## src/rtl/wd_pkg.sv

```systemverilog
package wd_pkg;
  typedef struct packed {
    logic clear;  // zero the counter and drop the expired flag
    logic count;  // advance the counter by one
  } wdStrobes_t;
endpackage

```

## src/rtl/wd_ctrl.sv

```systemverilog
module wd_ctrl
  import wd_pkg::*;
#(
  parameter int SYNC_STAGES = 2
) (
  input  logic       clk,
  input  logic       rstN,
  input  logic       heartbeat,
  input  logic       hbFloat,
  input  logic       sysResetActive,
  output wdStrobes_t strobes
);
  logic [SYNC_STAGES-1:0] syncQ;
  logic                   delayQ;
  logic                   armedQ;
  logic                   hbEdge;
  logic                   disable_;

  generate
    for (genvar i = 0; i < SYNC_STAGES; i++) begin : g_sync
      if (i == 0) begin : g_first
        always_ff @(posedge clk or negedge rstN)
          if (!rstN) syncQ[i] <= 1'b0;
          else       syncQ[i] <= heartbeat;
      end else begin : g_next
        always_ff @(posedge clk or negedge rstN)
          if (!rstN) syncQ[i] <= 1'b0;
          else       syncQ[i] <= syncQ[i-1];
      end
    end
  endgenerate

  always_ff @(posedge clk or negedge rstN)
    if (!rstN) delayQ <= 1'b0;
    else       delayQ <= syncQ[SYNC_STAGES-1];

  assign hbEdge   = syncQ[SYNC_STAGES-1] ^ delayQ;
  assign disable_ = sysResetActive | hbFloat;

  // Armed only after a transition seen while enabled.
  always_ff @(posedge clk or negedge rstN)
    if (!rstN)         armedQ <= 1'b0;
    else if (disable_) armedQ <= 1'b0;
    else if (hbEdge)   armedQ <= 1'b1;

  always_comb begin
    strobes.clear = disable_ | hbEdge;
    strobes.count = armedQ & ~strobes.clear;
  end
endmodule

```

## src/rtl/wd_datapath.sv

```systemverilog
module wd_datapath
  import wd_pkg::*;
#(
  parameter int TIMEOUT_CYCLES = 1000,
  localparam int CW = (TIMEOUT_CYCLES > 1) ? $clog2(TIMEOUT_CYCLES) : 1
) (
  input  logic       clk,
  input  logic       rstN,
  input  wdStrobes_t strobes,
  output logic       expired,
  output logic [CW-1:0] cntOut
);
  localparam logic [CW-1:0] LAST = CW'(TIMEOUT_CYCLES - 1);

  logic [CW-1:0] cntQ;
  logic          expQ;

  always_ff @(posedge clk or negedge rstN)
    if (!rstN) begin
      cntQ <= '0;
      expQ <= 1'b0;
    end else if (strobes.clear) begin
      cntQ <= '0;
      expQ <= 1'b0;
    end else if (strobes.count && !expQ) begin
      if (cntQ == LAST) expQ <= 1'b1;
      else              cntQ <= cntQ + 1'b1;
    end

  assign expired = expQ;
  assign cntOut  = cntQ;
endmodule

```

## src/rtl/heartbeat_watchdog.sv

```systemverilog
module heartbeat_watchdog #(
  parameter int TIMEOUT_CYCLES = 160_000_000,
  parameter int SYNC_STAGES    = 2
) (
  input  logic clk,
  input  logic rstN,
  input  logic heartbeat,
  input  logic hbFloat,
  input  logic sysResetActive,
  input  logic supplyOk,
  output logic wdoN
);
  localparam int CW = (TIMEOUT_CYCLES > 1) ? $clog2(TIMEOUT_CYCLES) : 1;

  wd_pkg::wdStrobes_t strobes;
  logic               expired;
  logic [CW-1:0]      cnt;

  wd_ctrl #(.SYNC_STAGES(SYNC_STAGES)) u_ctrl (
    .clk(clk), .rstN(rstN), .heartbeat(heartbeat), .hbFloat(hbFloat),
    .sysResetActive(sysResetActive), .strobes(strobes)
  );

  wd_datapath #(.TIMEOUT_CYCLES(TIMEOUT_CYCLES)) u_dp (
    .clk(clk), .rstN(rstN), .strobes(strobes), .expired(expired), .cntOut(cnt)
  );

  // Supply loss overrides directly, no pulse stretching.
  assign wdoN = supplyOk & ~expired;
endmodule

```

## config.mk

```make
export PLATFORM = sky130hd
export DESIGN_NAME = heartbeat_watchdog
export DESIGN_NICKNAME = d
export VERILOG_FILES = /design/src/rtl/wd_pkg.sv /design/src/rtl/wd_ctrl.sv /design/src/rtl/wd_datapath.sv /design/src/rtl/heartbeat_watchdog.sv
export SDC_FILE = /design/constraint.sdc
export NUM_CORES = 1
export LEC_CHECK = 0
export ABC_AREA = 1
export CORE_UTILIZATION = 65
export CTS_BUF_LIST = sky130_fd_sc_hd__clkbuf_8
export CTS_CLUSTER_DIAMETER = 40
export DETAILED_ROUTE_END_ITERATION = 10
export DONT_BUFFER_PORTS = 1
export HOLD_SLACK_MARGIN = 0.06
export PLACE_DENSITY = 0.78
export SLEW_MARGIN = 20
export SYNTH_ARGS = -nofsm -noshare
export SYNTH_HDL_FRONTEND = slang
export SYNTH_SLANG_ARGS = --single-unit
```

## constraint.sdc

```tcl
create_clock -name clk -period 2.4 [get_ports clk]
set_input_delay 0.48 -clock clk [delete_from_list [all_inputs] [get_ports clk]]
set_output_delay 0.48 -clock clk [all_outputs]
set_load 0.05 [all_outputs]
```

==> Word-level counts from Yosys, hierarchy flattened <==
Cells that the tools add are included.
{ "classes": {"add_sub_neg": 1, "n_eq_ne": 2, "muxes": 8, "bitwise": 7, "reduce_logical": 7} }
{ "ops": {"columns": ["op", "n"], "rows": [
  ["$mux W28", 3],
  ["$add A28 B1 Y28 const B", 1],
  ["$eq A28 B28 Y1 const B", 1],
  ["$reduce_bool A2 Y1", 3],
  ["$mux W1", 5],
  ["$reduce_and A2 Y1", 2],
  ["$and A1 B1 Y1", 2],
  ["$ne A2 B2 Y1 const B", 1],
  ["$not A1 Y1", 2],
  ["$or A1 B1 Y1", 2],
  ["$logic_and A1 B1 Y1", 1],
  ["$logic_not A1 Y1", 1],
  ["$xor A1 B1 Y1", 1]
]} }
{ "word_totals": {"ff_bits": 33, "inputBits": 6, "word_cells": 31} }

==> Longest topological paths before layout <==
Gate-level depths: netlist (run 1).
{ "logic_depth": {"word_depth": 7, "ltp_mapped": 11} }

==> Hierarchy <==
Synthesis (run 1) repeated with hierarchy kept, for this count alone.
{ "unflattened": {"cells_unflattened": 346, "area_unflattened_um2": 2306.0} }
{ "modules_own_cells": {"columns": ["module", "n_inst", "cells_per_inst", "area_per_inst_um2"], "rows": [
  ["wd_datapath", 1, 329, 2142.1],
  ["wd_ctrl", 1, 15, 153.9],
  ["heartbeat_watchdog", 1, 2, 10.0]
]} }

==> Least setup slack after synthesis (run 1) <==
OpenSTA, ideal clock, no wires.
{ "synth_timing": {"path_kind": "register to register", "startpoint": "reg u_dp.cntQ[0] (netlist: u_dp.cntOut[0])", "endpoint": "reg u_dp.cntQ[17] (netlist: u_dp.cntOut[17])", "setup_ps": 65, "t_arrival_ps": 1583, "required_time_ps": 2335, "slack_ps": 751, "path_stages_with_launch": 10, "n_path_buf": 1, "synth_period_minus_slack_ps": 1649, "path_cell_list": "dfrtp_1 -> ha_1 -> nand3_2 -> nor2_4 -> nand2_2 -> nor2_4 -> nor2_4 -> buf_2 -> nand4_1 -> nand2_1"} }
{ "synth_between": {"elab_chain_cells": 4, "word_cells_on_any_way": 7} }
{ "synth_lines": {"columns": ["item", "line_no", "rtl"], "rows": [
  ["start: declaration", "wd_datapath.sv:15", "logic [CW-1:0] cntQ;"],
  ["start signal: assignment", "wd_datapath.sv:27", "else cntQ <= cntQ + 1'b1;"],
  ["$add A28 B1 Y28", "wd_datapath.sv:27", null],
  ["$mux W28", "wd_datapath.sv:26", "if (cntQ == LAST) expQ <= 1'b1;"],
  ["$mux W28", "wd_datapath.sv:25", "end else if (strobes.count && !expQ) begin"],
  ["$mux W28", "wd_datapath.sv:22", "end else if (strobes.clear) begin"]
]} }
Parallel ways exist; a longest one is shown, timed or not. The select of a mux whose other input is x is not followed.
A chain may end at the register's enable or synchronous reset.

==> Worst setup path after layout (run 1) <==
Ends and elaborated chain as after synthesis.

==> run summary, run 1 <==
=================================================================================
Most heavily used metal layer in global routing                              met2
Syn nets                                                                      353
Wire length of the first global-routing pass                              8880 µm
Setup repair after global routing missed its margin                         false
Crit. End Element                                                        register
Transition time of the tightest slew-check pin                          0.5860 ns
Pin count of the biggest net entering global routing                           34
Worst slack on hold paths                                               0.2130 ns
Violation count after the first detailed-route iteration                      216
Pwr Density                                                          433.8 nW/µm²
Drc violations                                                                  0
Antenna violations before repair                                                0
Detailed-placement wirelength estimate                                    3895 µm
Net total in the final layout                                                 359
RePlAce Congestion                                                         0.9795
Met1 track utilization from global routing                                 45.74%
Aggregate global-route resource usage                                      34.23%
Top-Level Pins                                                                  7
Classification of the worst-slack hold path                             in -> reg
Met3 layer usage reported by global route                                  9.595%
Seq/Total Area, Yosys                                                      37.12%
Clock sink total                                                               33
Shortest clock period the worst path allows after layout                 2.047 ns
Effective utilization at floorplan                                         70.56%
Peak supply drop                                                        0.3509 mV
Count of antenna diodes in the layout                                           0
Average vias per placed instance                                            5.486
Ratio of final minimum period to clock period                              85.31%
Number of synthesis warnings                                                    0
Cell types with the largest area share after synthesis               sky130_fd_sc_hd__dfrtp_1 (37%), sky130_fd_sc_hd__nand2_1 (25%), sky130_fd_sc_hd__nor2_1 (10%), sky130_fd_sc_hd__inv_1 (5.9%), sky130_fd_sc_hd__nand4_1 (5.3%)
Data required time of the critical path                                   2.57 ns
Final hold violation count                                                      0
Top library cells by usage in the layout, fill and taps aside        sky130_fd_sc_hd__nand2_1 (147), sky130_fd_sc_hd__nor2_1 (59), sky130_fd_sc_hd__inv_1 (36)
Pre-CTS worst setup slack                                               0.4064 ns
Worst Path Class, Setup                                                reg -> reg
Total overflow reported by the global router                                    0
Die width                                                                60.50 µm
Cell taking the most area after synthesis                            sky130_fd_sc_hd__dfrtp_1
Final standard cell utilization of the core                                75.36%
Wirelength per Cell                                                      13.63 µm
Status                                                               finished, final reports clean
Most common cell after layout, fill and taps aside                   sky130_fd_sc_hd__nand2_1
Post-synthesis cell count                                                     346
Via count of the routed design                                               2178
Comb power frac                                                              5.8%
Final setup skew                                                      0.006290 ns
LEAKAGE                                                                  1.151 nW
Area growth from synthesis to final layout                                 6.805%
Layout cells sized above 1                                                 5.382%
Row Count                                                                      20
Max frequency                                                           488.4 MHz
Count of port buffers added during placement                                    0
Post-CTS Resized                                                                0
Root Driver                                                          sky130_fd_sc_hd__clkbuf_8
Total power                                                              1.031 mW
Area of the die                                                          3660 µm²
Minimum setup slack in the final design                                 0.3526 ns
Startpoint Class                                                         register
Number of H-tree levels                                                         2
Hold-fix buffers at CTS                                                         2
Post-detailed-routing wire length                                         5411 µm
Total iterations of the first detailed-routing run                              5
Clock insertion delay at the later pin of the skew report                 0.30 ns
Portion of synthesized cell area occupied by the leading cell type         37.12%
Aggregate negative setup slack                                               0 ns
Global Route met2 Usage                                                    52.75%
CP Max Fanout                                                                  27
Area of the core region                                                  3153 µm²
Setup Fix Bufs, Post-CTS                                                        0
Clk pin slew, worst setup/hold paths                                      0.06 ns
Worst path arrival time                                                   2.22 ns
Final setup violation count                                                     0
Total internal power                                                     770.5 µW
Synth Cell Area                                                          2225 µm²
Max capacitance violation total                                                 0
CTS tree                                                                     done
Count of cell types in the netlist                                             22
Chip Height                                                              60.50 µm
Number of pins with negative max-slew slack in the final report                 0
Synthesized area per cell                                               6.430 µm²
Number of global-route vias before repair                                    1937
Power spent charging and discharging nets                                260.1 µW
Headroom to the max-slew limit                                             60.84%
Flip-flop and latch count after synthesis                                      33
Clock buffer depth                                                              2
Number of nets with antenna violations after detailed routing                   0
TritonCTS Buffers                                                               5
Share of total power in the clock network                                   39.7%
Fill cell total of the finished layout                                        275
Flop pwr share                                                              54.5%
Fraction of power spent switching nets                                     25.24%
=================================================================================
-- logic make-up (layout without fill, tap and decap cells) --
| kind of cell | Yosys count | in the layout | share of synthesized area, % |
|---|---|---|---|
| DFF | 33 | 33 | 37.12 |
| xor gates and xnor gates | 11 | 11 | 4.331 |
| and+or+nand+nor | 252 | 252 | 48.03 |
| buffers and inverters | 42 | 49 | 7.817 |
| adders and majority gates | 1 | 1 | 0.5623 |
| AOI/OAI and AO/OA | 7 | 7 | 2.137 |
-- per-layer routing --
metal | vias to the layer above | routed length [µm]
met5 | - | 0
met4 | 0 | 129
met3 | 14 | 482
met2 | 97 | 2430
met1 | 980 | 2369
li1 | 1087 | -
-- power by group through the flow --
stage / sequential, mW / clock, mW / combinational [mW]
after floorplan: 0.572 / 0 / 0.0354
after global placement: 0.572 / 0 / 0.0436
after detailed placement: 0.572 / 0 / 0.0437
after CTS: 0.562 / 0.410 / 0.0602
after global routing: 0.562 / 0.434 / 0.0663
final: 0.561 / 0.409 / 0.0600
-- Yosys cell counts, drive strengths merged --
library cell / instances
ha: 1
o21a: 1
xor2: 10
buf: 3
xnor2: 1
nor2: 63
nand2: 149
nand4: 19
o21ai: 2
dfrtp: 33
clkbuf: 3
inv: 36
nand3: 21
o31ai: 1
o21bai: 3
-- per-stage QoR --
| stage | instances | cell area, µm² |
|---|---|---|
| after detailed placement | 387 | 2263 |
| after floorplan | 346 | 2225 |
| final | 397 | 2376 |
| after global routing | 397 | 2376 |
| after CTS | 397 | 2376 |
| after global placement | 387 | 2263 |
-- registers in the layout, summed over array words and instances, names as in the netlist --
name / flops
u_ctrl.armedQ: 1
u_dp.expired: 1
u_ctrl.syncQ: 2
u_dp.cntOut: 28
u_ctrl.delayQ: 1
-- worst paths after layout --
path / startpoint / to / slack, ns / cells after the start
max: u_dp.cntOut[0]$_DFFE_PN0P_ / u_dp.cntOut[17]$_DFFE_PN0P_ / 0.35 / 9
min: heartbeat / u_ctrl.syncQ[0]$_DFF_PN0_ / 0.21 / 0
max reg2reg: u_dp.cntOut[0]$_DFFE_PN0P_ / u_dp.cntOut[17]$_DFFE_PN0P_ / 0.35 / 9
min reg2reg: u_ctrl.syncQ[0]$_DFF_PN0_ / u_ctrl.syncQ[1]$_DFF_PN0_ / 0.35 / 0
max in group asynchronous: rstN / u_dp.cntOut[23]$_DFFE_PN0P_ / 1.59 / 2
min in group asynchronous: rstN / u_dp.cntOut[5]$_DFFE_PN0P_ / 0.64 / 2
-- critical path, stage by stage (launching register included) --
cell                      delay, ns
sky130_fd_sc_hd__dfrtp_1       0.45
sky130_fd_sc_hd__ha_1          0.30
sky130_fd_sc_hd__nand3_2       0.16
sky130_fd_sc_hd__nor2_4        0.07
sky130_fd_sc_hd__nand2_2       0.08
sky130_fd_sc_hd__nor2_4        0.04
sky130_fd_sc_hd__nor2_4        0.46
sky130_fd_sc_hd__nor2_8        0.17
sky130_fd_sc_hd__nand2_1       0.12
sky130_fd_sc_hd__nand2_1       0.08
-- final cells by class --
| class | instances | area, µm² | share of cell area (%) |
|---|---|---|---|
| Multi-Input combinational cell | 271 | 1225 | 51.55 |
| Timing Repair Buffer | 5 | 52.55 | 2.212 |
| Sequential cell | 33 | 825.8 | 34.76 |
| Clock buffer | 5 | 68.82 | 2.896 |
| Clock inverter | 3 | 13.76 | 0.5793 |
| Inverter | 36 | 135.1 | 5.687 |
| Tap cell | 44 | 55.05 | 2.317 |
No activity file was read; power rests on OpenSTA's default activity.
==> run 2: changes to the inputs <==
--- a/config.mk
+++ b/config.mk
@@ -6,6 +6,7 @@
 export NUM_CORES = 1
 export LEC_CHECK = 0
 export ABC_AREA = 1
+export CORE_MARGIN = 8
 export CORE_UTILIZATION = 65
 export CTS_BUF_LIST = sky130_fd_sc_hd__clkbuf_8
 export CTS_CLUSTER_DIAMETER = 40
==> run 2 against run 1 <==
Sequential power hardly changed. Final area is 0.26% higher. Sequential cell count stayed put. First-iteration DRC count is 6.5% lower. Die area is 52% higher. Maximum frequency is 2.7% higher. Clock-buffer cell count is 1 higher. Utilization is 3.4 points lower. Critical path depth stayed put. Clock skew is 0.0022 ns lower. Sequential share of layout area is 0.091 points lower. Largest cell class unchanged.
==> run summary, run 2 (synthesis gave the netlist of run 1 again) <==
==============================================================================
Total power                                                           1.039 mW   was 1.031 mW
Antenna violations before repair                                             0   unchanged
Clock sink total                                                            33   unchanged
Clk pin slew, worst setup/hold paths                                   0.07 ns   was 0.06 ns
Crit path cell chain                                              ha_1 -> nand3_2 -> nor2_4 -> nand2_2 -> nor2_4 -> nor2_4 -> nor2_8 -> nand2_1 -> nand2_1   unchanged
Slowest CP cell                                                   sky130_fd_sc_hd__dfrtp_1   was sky130_fd_sc_hd__nor2_4
CP max stage delay                                                     0.46 ns   about the same
Average vias per placed instance                                         5.286   was 5.486
Top library cells by usage in the layout, fill and taps aside     sky130_fd_sc_hd__nand2_1 (147), sky130_fd_sc_hd__nor2_1 (59), sky130_fd_sc_hd__inv_1 (36)   unchanged
Number of global-route vias before repair                                 1978   was 1937
Status                                                            finished, final reports clean   unchanged
Logic depth of the worst register-to-register path                           9   unchanged
Peak supply drop                                                     0.2983 mV   was 0.3509 mV
Classification of the worst-slack hold path                          in -> reg   unchanged
Final setup violation count                                                  0   unchanged
Hold Path Stages                                                             0   unchanged
Max capacitance violation total                                              0   unchanged
Area of the core region                                               3311 µm²   was 3153 µm²
Shortest clock period the worst path allows after layout              1.993 ns   was 2.047 ns
Most common cell after layout, fill and taps aside                sky130_fd_sc_hd__nand2_1   unchanged
Chip Height                                                           74.50 µm   was 60.50 µm
Min-Delay Endpoint                                                u_ctrl.syncQ[0]$_DFF_PN0_   unchanged
Most used cell, CP                                                sky130_fd_sc_hd__nor2_4   unchanged
RePlAce Congestion                                                      0.9292   was 0.9795
Wirelength per Cell                                                   13.43 µm   was 13.63 µm
CTS tree                                                                  done   unchanged
Startpoint Class                                                      register   unchanged
Layout cells sized above 1                                              5.114%   was 5.382%
Worst Path Class, Setup                                             reg -> reg   unchanged
Transition time of the tightest slew-check pin                       0.5380 ns   was 0.5860 ns
Layout Cells excl Fill                                                     398   was 397
Effective utilization at floorplan                                      67.20%   was 70.56%
Post-detailed-routing wire length                                      5344 µm   was 5411 µm
Row Count                                                                   21   was 20
Ratio of final minimum period to clock period                           83.06%   was 85.31%
Clock insertion delay at the later pin of the skew report              0.28 ns   was 0.30 ns
Beginning of the worst register-to-register path                  u_dp.cntOut[0]$_DFFE_PN0P_   unchanged
Drc violations                                                               0   unchanged
Number of H-tree levels                                                      2   unchanged
Total overflow reported by the global router                                 0   unchanged
Detailed-placement wirelength estimate                                 3891 µm   was 3895 µm
Origin of the worst min-delay path                                   heartbeat   unchanged
Aggregate negative setup slack                                            0 ns   unchanged
Net total in the final layout                                              359   unchanged
Total iterations of the first detailed-routing run                           4   was 5
Final setup skew                                                   0.004088 ns   was 0.006290 ns
Max frequency                                                        501.6 MHz   was 488.4 MHz
Clock buffer depth                                                           2   unchanged
Worst path arrival time                                                2.21 ns   was 2.22 ns
Via count of the routed design                                            2104   was 2178
Number of pins with negative max-slew slack in the final report              0   unchanged
Root Driver                                                       sky130_fd_sc_hd__clkbuf_8   unchanged
Area growth from synthesis to final layout                              7.086%   was 6.805%
Pin count of the biggest net entering global routing                        34   unchanged
Pwr Density                                                       436.3 nW/µm²   was 433.8 nW/µm²
Final hold violation count                                                   0   unchanged
Violation count after the first detailed-route iteration                   202   was 216
CP Max Fanout                                                               27   unchanged
Area of the die                                                       5550 µm²   was 3660 µm²
Number of nets with antenna violations after detailed routing                0   unchanged
Setup Fix Bufs, Post-CTS                                                     0   unchanged
Count of port buffers added during placement                                 0   unchanged
Aggregate global-route resource usage                                   21.18%   was 34.23%
Data required time of the critical path                                2.62 ns   was 2.57 ns
LEAKAGE                                                               1.151 nW   about the same
Largest register FFs                                                        28   unchanged
Top-Level Pins                                                               7   unchanged
TritonCTS Buffers                                                            5   unchanged
Total placed cells including tap cells                                     389   was 387
Flop2flop setup slack                                                  0.41 ns   was 0.35 ns
Headroom to the max-slew limit                                          64.05%   was 60.84%
Setup repair after global routing missed its margin                      false   unchanged
Destination of the worst register-to-register timing path         u_dp.cntOut[0]$_DFFE_PN0P_   was u_dp.cntOut[17]$_DFFE_PN0P_
Wire length of the first global-routing pass                           9087 µm   was 8880 µm
Crit. End Element                                                     register   unchanged
Count of antenna diodes in the layout                                        0   unchanged
Die width                                                             74.50 µm   was 60.50 µm
==============================================================================
-- run 2: critical path: cells and delay by family (launching register included) --
| kind | cells | cell delay, ns |
|---|---|---|
| flip-flops | 1 | 0.46 |
| adder cells (fa/ha/maj) | 1 | 0.30 |
| AND/OR/NAND/NOR | 8 | 1.14 |
-- run 2: how the worst max path moves through the flow --
stage,start,end,depth (start not counted)
2_1_floorplan,u_dp.cntOut[0]$_DFFE_PN0P_,u_dp.cntOut[17]$_DFFE_PN0P_,9
3_3_place_gp,u_dp.cntOut[0]$_DFFE_PN0P_,u_dp.cntOut[5]$_DFFE_PN0P_,9
3_5_place_dp,u_dp.cntOut[0]$_DFFE_PN0P_,u_dp.cntOut[0]$_DFFE_PN0P_,9
4_1_cts,u_dp.cntOut[0]$_DFFE_PN0P_,u_dp.cntOut[0]$_DFFE_PN0P_,9
5_1_grt,u_dp.cntOut[0]$_DFFE_PN0P_,u_dp.cntOut[16]$_DFFE_PN0P_,9
6_report,u_dp.cntOut[0]$_DFFE_PN0P_,u_dp.cntOut[0]$_DFFE_PN0P_,9
-- run 2: cell type report --
type,instances,area [µm²]
Timing Repair Buffer,5,52.55
Fill cell,298,928.4
Multi-Input combinational cell,271,1225
Clock inverter,1,3.754
Tap cell,46,57.56
Sequential cell,33,825.8
Clock buffer,6,82.58
Inverter,36,135.1
-- run 2: power by group --
part,switching (mW),total (mW),internal [mW]
combinational,0.0445,0.0588,0.0144
sequential,0.00221,0.562,0.560
clock,0.195,0.419,0.223
total,0.242,1.04,0.797
-- run 2: metal layers --
layer	vias up	part of all wire [%]	wire length (µm)	track usage, %
met5	-	0	0	0
met4	0	1.6	85	6.957
met3	9	5.1	271	5.121
met2	56	46	2469	32.72
met1	954	47	2517	28.17
li1	1085	-	-	-
-- run 2: per-stage QoR --
stage	setup WS, ns	util [%]	cell area (µm²)	hold WS, ns
floorplan	0.7512	-	2225	0.1844
global placement	0.5001	68.44	2266	0.1851
detailed placement	0.4444	68.44	2266	0.1851
CTS	0.4340	71.96	2382	0.2178
global route	0.2378	71.96	2382	0.2121
finish	0.4065	71.96	2382	0.2213
-- run 2: timing repair --
action	CTS	global route
resized for setup	0	0
hold endpoints to repair	33	0
hold buffers	2	0
==> run 3: changes to the inputs <==
==> constraint.sdc (replaced) <==
create_clock -name clk -period 2 [get_ports clk]
set_input_delay 0.4 -clock clk [delete_from_list [all_inputs] [get_ports clk]]
set_output_delay 0.4 -clock clk [all_outputs]
set_load 0.05 [all_outputs]
==> run 3 against run 2 <==
Highest routed layer unchanged. Die area stayed put. Sequential cell count unchanged. Via count up 4.7%. Total power is 36% higher. Largest cell class unchanged. Critical path type unchanged. Critical endpoint is now u_dp.cntOut[21]$_DFFE_PN0P_.
==> run summary, run 3 (synthesis gave the netlist of run 1 again) <==
==============================================================================
Largest register FFs                                                        28   unchanged
Count of port buffers added during placement                                 0   unchanged
Number of nets with antenna violations after detailed routing                0   unchanged
Top-Level Pins                                                               7   unchanged
Final setup skew                                                   0.005725 ns   was 0.004088 ns
Crit. End Element                                                     register   unchanged
Flop pwr share                                                           47.8%   was 54.1%
Row Count                                                                   21   unchanged
Hold Path Stages                                                             0   unchanged
Shortest clock period the worst path allows after layout              1.766 ns   was 1.993 ns
Status                                                            finished, final reports clean   unchanged
Headroom to the max-slew limit                                          67.98%   was 64.05%
Max frequency                                                        566.2 MHz   was 501.6 MHz
Chip Height                                                           74.50 µm   unchanged
CTS tree                                                                  done   unchanged
Clock insertion delay at the later pin of the skew report              0.29 ns   was 0.28 ns
Effective utilization at floorplan                                      67.20%   unchanged
Aggregate global-route resource usage                                   22.36%   was 21.18%
Startpoint Class                                                      register   unchanged
Data required time of the critical path                                2.23 ns   was 2.62 ns
Clock buffer depth                                                           2   unchanged
Setup repair after global routing missed its margin                      false   unchanged
Ratio of final minimum period to clock period                           88.31%   was 83.06%
Number of H-tree levels                                                      2   unchanged
Final hold violation count                                                   0   unchanged
Worst slack on hold paths                                            0.1361 ns   was 0.2213 ns
Area of the core region                                               3311 µm²   unchanged
Origin of the worst min-delay path                                   heartbeat   unchanged
Destination of the worst register-to-register timing path         u_dp.cntOut[21]$_DFFE_PN0P_   was u_dp.cntOut[0]$_DFFE_PN0P_
Total iterations of the first detailed-routing run                           5   was 4
Pin count of the biggest net entering global routing                        34   unchanged
Area of the die                                                       5550 µm²   unchanged
Layout cells sized above 1                                              6.180%   was 5.114%
Top library cells by usage in the layout, fill and taps aside     sky130_fd_sc_hd__nand2_1 (147), sky130_fd_sc_hd__nor2_1 (59), sky130_fd_sc_hd__inv_1 (36)   unchanged
Beginning of the worst register-to-register path                  u_dp.cntOut[1]$_DFFE_PN0P_   was u_dp.cntOut[0]$_DFFE_PN0P_
Max capacitance violation total                                              0   unchanged
Transition time of the tightest slew-check pin                       0.4785 ns   was 0.5380 ns
Drc violations                                                               0   unchanged
RePlAce Congestion                                                      0.9113   was 0.9292
Post-detailed-routing wire length                                      5582 µm   was 5344 µm
Wirelength per Cell                                                   13.89 µm   was 13.43 µm
CP Max Fanout                                                               27   unchanged
Average vias per placed instance                                         5.478   was 5.286
Total overflow reported by the global router                                 0   unchanged
Via count of the routed design                                            2202   was 2104
Flop2flop setup slack                                                  0.23 ns   was 0.41 ns
Worst Path Class, Setup                                             reg -> reg   unchanged
Final Cell Area                                                       2435 µm²   was 2382 µm²
Placement Cell Area                                                   2288 µm²   was 2266 µm²
Die width                                                             74.50 µm   unchanged
Most common cell after layout, fill and taps aside                sky130_fd_sc_hd__nand2_1   unchanged
Final setup violation count                                                  0   unchanged
Aggregate negative setup slack                                            0 ns   unchanged
LEAKAGE                                                               1.181 nW   was 1.151 nW
Root Driver                                                       sky130_fd_sc_hd__clkbuf_8   unchanged
Comb power frac                                                           5.3%   was 5.7%
Final standard cell utilization of the core                             73.55%   was 71.96%
Area growth from synthesis to final layout                              9.449%   was 7.086%
Logic depth of the worst register-to-register path                           9   unchanged
Wire length of the first global-routing pass                           9639 µm   was 9087 µm
Classification of the worst-slack hold path                          in -> reg   unchanged
Count of antenna diodes in the layout                                        0   unchanged
Violation count after the first detailed-route iteration                   212   was 202
Detailed-placement wirelength estimate                                 4035 µm   was 3891 µm
Net total in the final layout                                              362   was 359
Clk pin slew, worst setup/hold paths                                   0.07 ns   about the same
Worst path arrival time                                                2.00 ns   was 2.21 ns
Number of pins with negative max-slew slack in the final report              0   unchanged
Share of total power in the clock network                                46.9%   was 40.3%
Peak supply drop                                                     0.5243 mV   was 0.2983 mV
Number of global-route vias before repair                                 2055   was 1978
Pwr Density                                                       579.4 nW/µm²   was 436.3 nW/µm²
Min-Delay Endpoint                                                u_ctrl.syncQ[0]$_DFF_PN0_   unchanged
Fraction of power spent switching nets                                  22.64%   was 23.29%
Setup Fix Bufs, Post-CTS                                                     0   unchanged
Clock sink total                                                            33   unchanged
Antenna violations before repair                                             0   unchanged
Power spent charging and discharging nets                             319.4 µW   was 242.1 µW
TritonCTS Buffers                                                            5   unchanged
Total internal power                                                  1.091 mW   was 797.3 µW
==============================================================================
[run 3: worst max-delay path: stages (launching register included)]
cell and delay (ns):
sky130_fd_sc_hd__dfrtp_1 0.38, sky130_fd_sc_hd__ha_1 0.20, sky130_fd_sc_hd__nand3_2 0.16, sky130_fd_sc_hd__nor2_4 0.19, sky130_fd_sc_hd__nand2_2 0.08, sky130_fd_sc_hd__nor2_4 0.10
sky130_fd_sc_hd__nor2_4 0.08, sky130_fd_sc_hd__nor2_8 0.31, sky130_fd_sc_hd__nand2_1 0.10, sky130_fd_sc_hd__nand2_1 0.08
[run 3: layout make-up]
class	instances	area [µm²]
tap	46	57.56
inverter	36	135.1
clock buffer	6	82.58
timing repair buffer	8	75.07
clock inverter	2	33.78
fill	281	875.8
multi-input combinational	271	1225
sequential	33	825.8
[run 3: routing by layer]
layer  global-route usage, %  up-vias  share of wire (%)
met3                   4.582       16                6.8
met5                       0        -                  0
met1                   30.61     1009                 46
met4                   9.348        0                2.5
li1                        -     1093                  -
met2                   33.20       84                 45
[run 3: metrics by stage]
stage / setup slack (ns) / cells / power [mW]
global route: 0.05744 / 402 / 1.448
global placement: 0.3467 / 392 / 0.7409
detailed placement: 0.2764 / 392 / 0.7425
CTS: 0.2488 / 402 / 1.417
floorplan: 0.3512 / 346 / 0.7286
finish: 0.2338 / 402 / 1.411
[run 3: power groups by stage]
stage	clock, mW	combinational [mW]	sequential, mW
floorplan	0	0.0424	0.686
global placement	0	0.0548	0.686
detailed placement	0	0.0555	0.687
CTS	0.668	0.0753	0.674
global route	0.691	0.0825	0.674
finish	0.662	0.0746	0.674
[run 3: what timing repair did]
item,in CTS,in global routing
setup endpoints to repair,0,0
hold buffers,2,0
resized for setup,0,0
hold endpoints to repair,33,0
[run 3: worst max path at each step]
stage / startpoint / endpoint / depth (start not counted)
after floorplan: u_dp.cntOut[0]$_DFFE_PN0P_ / u_dp.cntOut[17]$_DFFE_PN0P_ / 9
after global placement: u_dp.cntOut[1]$_DFFE_PN0P_ / u_dp.cntOut[1]$_DFFE_PN0P_ / 9
after CTS: u_dp.cntOut[1]$_DFFE_PN0P_ / u_dp.cntOut[21]$_DFFE_PN0P_ / 9
final: u_dp.cntOut[1]$_DFFE_PN0P_ / u_dp.cntOut[21]$_DFFE_PN0P_ / 9
after detailed placement: u_dp.cntOut[1]$_DFFE_PN0P_ / u_dp.cntOut[21]$_DFFE_PN0P_ / 9
after global routing: u_dp.cntOut[1]$_DFFE_PN0P_ / u_dp.cntOut[14]$_DFFE_PN0P_ / 9
